<file path="src/rtl/zcal_pkg.sv">
package zcal_pkg;
   // Direction of one calibration step, taken straight from the comparator bit.
   typedef enum logic {
      ZC_WEAKEN     = 1'b0,
      ZC_STRENGTHEN = 1'b1
   } zc_dir_e;
endpackage

</file>
<file path="src/rtl/zcal_interval_timer.sv">
module zcal_interval_timer #(
   parameter int unsigned INTERVAL = 1024,
   parameter int unsigned CNT_W    = $clog2(INTERVAL)
) (
   input  logic clk,
   input  logic rst_n,
   input  logic run,
   output logic eval_o
);
   localparam logic [CNT_W-1:0] LAST = CNT_W'(INTERVAL - 1);
   localparam logic [CNT_W-1:0] ONE  = CNT_W'(1);
   localparam bit IS_POW2 = ((INTERVAL & (INTERVAL - 1)) == 0);

   logic [CNT_W-1:0] cnt_q;
   logic [CNT_W-1:0] cnt_nxt;
   logic             at_last;

   assign at_last = (cnt_q == LAST);

   generate
      if (IS_POW2) begin : g_pow2
         // Natural wrap of the counter width ends the interval.
         assign cnt_nxt = cnt_q + ONE;
      end else begin : g_cmp
         assign cnt_nxt = at_last ? '0 : cnt_q + ONE;
      end
   endgenerate

   always_ff @(posedge clk or negedge rst_n) begin
      if (!rst_n) begin
         cnt_q <= '0;
      end else if (!run) begin
         cnt_q <= '0;
      end else begin
         cnt_q <= cnt_nxt;
      end
   end

   assign eval_o = run & at_last;
endmodule

</file>
<file path="src/rtl/zcal_code_stepper.sv">
module zcal_code_stepper
   import zcal_pkg::*;
#(
   parameter int unsigned CODE_W     = 6,
   parameter int unsigned RESET_CODE = 32
) (
   input  logic              clk,
   input  logic              rst_n,
   input  logic              eval_i,
   input  zc_dir_e           dir_i,
   output logic [CODE_W-1:0] code_o
);
   localparam logic [CODE_W-1:0] TOP_CODE = {CODE_W{1'b1}};
   localparam logic [CODE_W-1:0] BOT_CODE = '0;
   localparam logic [CODE_W-1:0] ONE      = CODE_W'(1);
   localparam logic [CODE_W-1:0] RST_CODE = CODE_W'(RESET_CODE);

   logic [CODE_W-1:0] code_q;
   logic [CODE_W-1:0] code_nxt;

   always_comb begin
      code_nxt = code_q;
      if (dir_i == ZC_STRENGTHEN) begin
         if (code_q != TOP_CODE) code_nxt = code_q + ONE;
      end else begin
         if (code_q != BOT_CODE) code_nxt = code_q - ONE;
      end
   end

   always_ff @(posedge clk or negedge rst_n) begin
      if (!rst_n) begin
         code_q <= RST_CODE;
      end else if (eval_i) begin
         code_q <= code_nxt;
      end
   end

   assign code_o = code_q;
endmodule

</file>
<file path="src/rtl/zcal_ctrl.sv">
module zcal_ctrl
   import zcal_pkg::*;
#(
   parameter int unsigned CODE_W     = 6,
   parameter int unsigned INTERVAL   = 1024,
   parameter int unsigned RESET_CODE = 1 << (CODE_W - 1)
) (
   input  logic              clk,
   input  logic              rst_n,
   input  logic              cal_en,
   input  logic              drv_weak,
   output logic [CODE_W-1:0] drive_code,
   output logic              eval_pulse
);
   localparam int unsigned CNT_W = $clog2(INTERVAL);

   generate
      if (CODE_W < 2 || CODE_W > 16) begin : g_bad_code_w
         $error("zcal_ctrl: CODE_W must lie in 2..16");
      end
      if (INTERVAL < 2) begin : g_bad_interval
         $error("zcal_ctrl: INTERVAL must be at least 2");
      end
      if (RESET_CODE >= (1 << CODE_W)) begin : g_bad_reset
         $error("zcal_ctrl: RESET_CODE does not fit in CODE_W bits");
      end
   endgenerate

   logic eval_w;

   zcal_interval_timer #(
      .INTERVAL (INTERVAL),
      .CNT_W    (CNT_W)
   ) u_timer (
      .clk    (clk),
      .rst_n  (rst_n),
      .run    (cal_en),
      .eval_o (eval_w)
   );

   zcal_code_stepper #(
      .CODE_W     (CODE_W),
      .RESET_CODE (RESET_CODE)
   ) u_stepper (
      .clk    (clk),
      .rst_n  (rst_n),
      .eval_i (eval_w),
      .dir_i  (zc_dir_e'(drv_weak)),
      .code_o (drive_code)
   );

   assign eval_pulse = eval_w;
endmodule

</file>
<file path="config.mk">
export PLATFORM = sky130hd
export DESIGN_NAME = zcal_ctrl
export DESIGN_NICKNAME = d
export VERILOG_FILES = /design/src/rtl/zcal_pkg.sv /design/src/rtl/zcal_interval_timer.sv /design/src/rtl/zcal_code_stepper.sv /design/src/rtl/zcal_ctrl.sv
export SDC_FILE = /design/constraint.sdc
export NUM_CORES = 1
export LEC_CHECK = 0
export ABC_AREA = 0
export BUFFER_PORTS_ARGS = -buffer_cell sky130_fd_sc_hd__buf_2
export CAP_MARGIN = 20
export CORE_ASPECT_RATIO = 1.1
export CORE_MARGIN = 2
export CORE_UTILIZATION = 50
export CTS_CLUSTER_DIAMETER = 30
export DETAILED_ROUTE_END_ITERATION = 16
export HOLD_SLACK_MARGIN = 0.12
export PLACE_DENSITY = 0.75
export SLEW_MARGIN = 20
export SYNTH_ARGS = -nofsm -noshare
export SYNTH_HDL_FRONTEND = slang
export SYNTH_SLANG_ARGS = --single-unit
</file>
<file path="constraint.sdc">
create_clock -name clk -period 3.9 [get_ports clk]
set_input_delay 0.195 -clock clk [delete_from_list [all_inputs] [get_ports clk]]
set_output_delay 0.195 -clock clk [all_outputs]
set_load 0.03 [all_outputs]
</file>
### Yosys cells after proc, flatten, opt, wreduce, memory -nomap -nowiden

Cells that the tools add are included.

* register bits: 16
* bits in latches: 0
* bits in writable memories: 0
* memory bits (read-only): 0
* input bits: 4
* output and inout bits: 7
* memories: 0

* add/subtract/negate cells: 3
* multipliers: 0
* divide/modulo/power cells: 0
* order comparisons: 0
* eq/ne operators: 3
* shift-type cells: 0
* multiplexer cells: 4
* bitwise logic cells: 1
* reduce and logical (&&, ||, !) cells: 3

Operators with widths (count)
* $mux 6: 3
* $add 10x1->10 const B: 1
* $eq 10x10->1 const B: 1
* $mux 10: 1
* $add 6x1->6 const B: 1
* $ne 6x6->1 const B: 1
* $reduce_bool 6->1: 1
* $sub 6x1->6 const B: 1
* $reduce_and 3->1: 1
* $ne 2x1->1 const B: 1
* $reduce_bool 2->1: 1
* $and 1x1->1: 1

### Logic depth before layout (Yosys ltp)

* depth in word-level cells: 3
* gate-level depth with buffers: 7
* depth with buffers taken out: 7

### Modules after synthesis

A second synthesis with hierarchy kept.

* cell total of the unflattened synthesis: 90
* area, all modules: 898.4 um^2

By module, submodules not included
* zcal_interval_timer: instances 1, cells each 47, area an instance 471.7 um^2, sequential area each 250.2 um^2
* zcal_code_stepper: instances 1, cells each 43, area an instance 426.7 um^2, sequential area each 151.4 um^2

### Least setup slack after synthesis

OpenSTA, ideal clock, no wires.

* path type: flip-flop to flip-flop
* start point: register u_timer.cnt_q[0]
* end point: register u_stepper.code_q[1], in the netlist u_stepper.code_o[1]
* arrival time: 1.749 ns
* slack: 2.026 ns
* stages on the path, launching flop included: 7
* buffers on the path: 1
* cells stage by stage: dfrtp_1 -> ha_1 -> nand3_1 -> or2_0 -> buf_2 -> nor4_4 -> mux2_2

* word-level cells in the longest chain between the ends: 3

Ends and longest elaborated chain
* start, declared: RTL line zcal_interval_timer.sv:14 `logic [CNT_W-1:0] cnt_q;`
* start signal, assigned: RTL line zcal_interval_timer.sv:35 `cnt_q <= cnt_nxt;`
* $eq 10x10->1: RTL line zcal_interval_timer.sv:18 `assign at_last = (cnt_q == LAST);`
* $and 1x1->1: RTL line zcal_interval_timer.sv:39 `assign eval_o = run & at_last;`
* $reduce_and 3->1 (no source line)
* end signal, assigned: RTL line zcal_code_stepper.sv:34 `code_q <= code_nxt;`
* end, declared: RTL line zcal_code_stepper.sv:18 `logic [CODE_W-1:0] code_q;`

No other way between the ends.
A chain may end at the register's enable or synchronous reset.

### Worst setup path after layout

Same ends and word-level chain as after synthesis.

==> flow_summary.yaml <==
outcome:
  status: "finished, final reports clean"
pwr:
  pwr-share-comb_pct: 6.8
  swShare_pct: 22.8
  max-vdd-ir-drop_mv: 0.217
  p_total_uw: 303
  p_sw_uw: 69.1
  power_frac_clock_pct: 36.9
  power.density_nw_per_um2: 297
  p_leak_nw: 0.495
  internal-power_uw: 234
  p_seq_share_pct: 56.3
logic_synthesis:
  synth_edf_count: 0
  seq_area_frac_synth_pct: 44.2
  yosys_warnings: 0
  syn_nets: 96
  ys_types: 30
  synth_flop_cell: "dfrtp_1"
  synthArstFlopShare_pct: 100
  synth-seq-cells: 16
  synth_area_sq_um: 908
  postSynthCellCount: 86
  syn_avg_cell_area_sq_um: 10.6
setup_path:
  r2r_cells: 5
  rr_endpoint: "u_stepper.code_o[1]"
  critPathCaptureType: "flop"
  critical_path.top_delay_family: "simple AND/OR/NAND/NOR gates"
  crit_path_start_kind: "flop"
  crit_chain: "ha_1 > nand3_1 > or2_0 > nor4_4 > mux2_2"
  ff2ff_setup_slack_ns: 1.82
  crit_fanout: 8
  r2r_start: "u_timer.cnt_q[0]"
  criticalPathCategory: "flop to flop"
  worst_path_largest_cell_delay_ns: 0.58
  cpMaxStageDelayCell: "nor4_4"
  path_buf_inv: 0
  arrival_ns: 2.27
  cp.required_ns: 4.09
timing:
  relSlewSlack_pct: 64.6
  holdWs_ns: 0.230
  fin_setup_tns_ns: 0
  clock_skew_ns: 0.00149
  fmax_ghz: 0.480
  period_needed_ns: 2.08
  worstMarginPinSlew_ns: 0.527
  period_share_pct: 53.4
  finalHoldViolCount: 0
  setup_viol: 0
  drv_slew: 0
  rsz0062_at_grt: "no"
cells_and_area:
  fillCellCount: 148
  antenna_cells: 0
  layout_common_cells: "dfrtp_1 (15), buf_2 (10), and2_1 (9), xnor2_1 (8), nand3_1 (7)"
  syn_to_final_growth_pct: 12.1
  nNetsFinal: 110
  drive_gt1_share_pct: 19.2
  final_common_cell: "dfrtp_1"
  multi_input_area_sq_um: 490
  regArea_sq_um: 402
hold_path:
  hp-start: "cal_en"
  hp-class: "input pin to flop"
  worstHoldEndpoint: "u_timer.cnt_q[2]"
  hold_path_depth: 2
global_route:
  first_global_vias: 683
  overflow: 0
  grt_start_max_net_pins: 17
  grt_usage_pct: 17.9
  grt_pass1_wl_microns: 2800
  grt_antenna_before_repair: 0
detailed_routing:
  via_count: 672
  dr.pass1.iters: 4
  vias_per_cell: 5.74
  drt_iter0_markers: 4
  wl_per_cell_microns: 13.9
  ant_nets: 0
  drc_errors: 0
  drt_wl_total_microns: 1630
clocking:
  cts_buffers: 3
  cts.clk_slew.worst_paths_ns: 0.09
  cts_resized: 0
  holdBufCountCts: 1
  root_buffer: "clkbuf_4"
  clk_latency_ns: 0.29
  cts.sinks: 16
  cts.path.max_buffers: 2
  cts_setup_buffers: 0
  cts_tree: "built"
  htreeDepth: 1
floorplan:
  row_count: 16
  coreArea_sq_um: 1740
  die-area_sq_um: 2170
  die_w_microns: 44.6
  pin_count: 11
  die_h_microns: 48.7
  start_util_pct: 52.2
flow_run:
  drv_cap: 0
placement:
  gp_congestion: 0.809
  hpwl_microns: 1170
  portBuffers: 10
-- synth_stat cells, drive strengths merged (2+ instances only) --
| master | number | share of area [%] |
|---|---|---|
| mux2 | 2 | 2.5 |
| ha | 5 | 6.9 |
| xor2 | 4 | 3.9 |
| dfrtp | 15 | 41 |
| a21oi | 4 | 2.2 |
| nand3 | 7 | 3.9 |
| nor2 | 5 | 2.1 |
| nand2 | 4 | 1.7 |
| xnor2 | 8 | 7.7 |
| nor2b | 3 | 2.1 |
| nor4 | 2 | 3.7 |
| and2 | 9 | 6.2 |
| inv | 2 | 0.83 |
-- layout make-up --
class / count / area share, %
Sequential cell: 16 / 39.4
Timing Repair Buffer: 11 / 5.90
Multi-Input combinational cell: 66 / 48.2
Clock buffer: 4 / 3.56
Inverter: 2 / 0.737
Tap cell: 18 / 2.21
-- kinds of logic (layout without fill, tap and decap cells) --
logic type                 Yosys count  in the layout  share of synthesized area (%)
and+or+nand+nor                     36             36                           23.7
buffers and inverters                4             17                           1.79
adders and majority gates            6              6                           9.09
muxes                                3              3                           3.58
xor gates and xnor gates            12             12                           11.6
DFF                                 16             16                           44.2
AOI/OAI and AO/OA                    9              9                           6.06
-- worst max-delay path by stage --
stage	start	endpoint	depth (start not counted)	slack (ns)
after CTS	u_timer.cnt_q[0]	u_stepper.code_o[1]	5	1.81
after floorplan	u_timer.cnt_q[0]	u_stepper.code_o[1]	6	2.03
final	u_timer.cnt_q[0]	u_stepper.code_o[1]	5	1.82
after global routing	u_timer.cnt_q[0]	u_stepper.code_o[5]	6	1.65
after detailed placement	u_timer.cnt_q[0]	u_stepper.code_o[1]	5	1.87
after global placement	u_timer.cnt_q[0]	u_stepper.code_o[1]	5	1.93
-- through the flow --
step	util, %	std cells	setup slack, ns	cell area (sq um)
CTS	58.5	117	1.81	1020
finish	58.5	117	1.82	1020
detailed placement	55.8	112	1.87	972
global placement	55.8	112	1.93	972
global route	58.5	117	1.65	1020
floorplan	-	86	2.03	908
-- power groups by stage --
stage / Sequential [mW] / Combinational (mW) / Clock (mW)
after floorplan: 0.173 / 0.0120 / 0
final: 0.170 / 0.0205 / 0.112
after global routing: 0.171 / 0.0233 / 0.123
after CTS: 0.170 / 0.0209 / 0.113
after detailed placement: 0.173 / 0.0197 / 0
after global placement: 0.173 / 0.0190 / 0
-- sequential cells by signal, indices dropped and copies added (netlist names) --
name,count
u_timer.cnt_q,10
u_stepper.code_o,6
-- metal layers --
| layer | global-route usage [%] | wire (microns) | share of wire, % |
|---|---|---|---|
| met5 | 0 | 0 | 0 |
| met2 | 27.8 | 812 | 50 |
| met1 | 20.9 | 710 | 44 |
| met3 | 4.85 | 59 | 3.6 |
| met4 | 11.6 | 48 | 2.9 |
(Power assumes the default switching activity.)
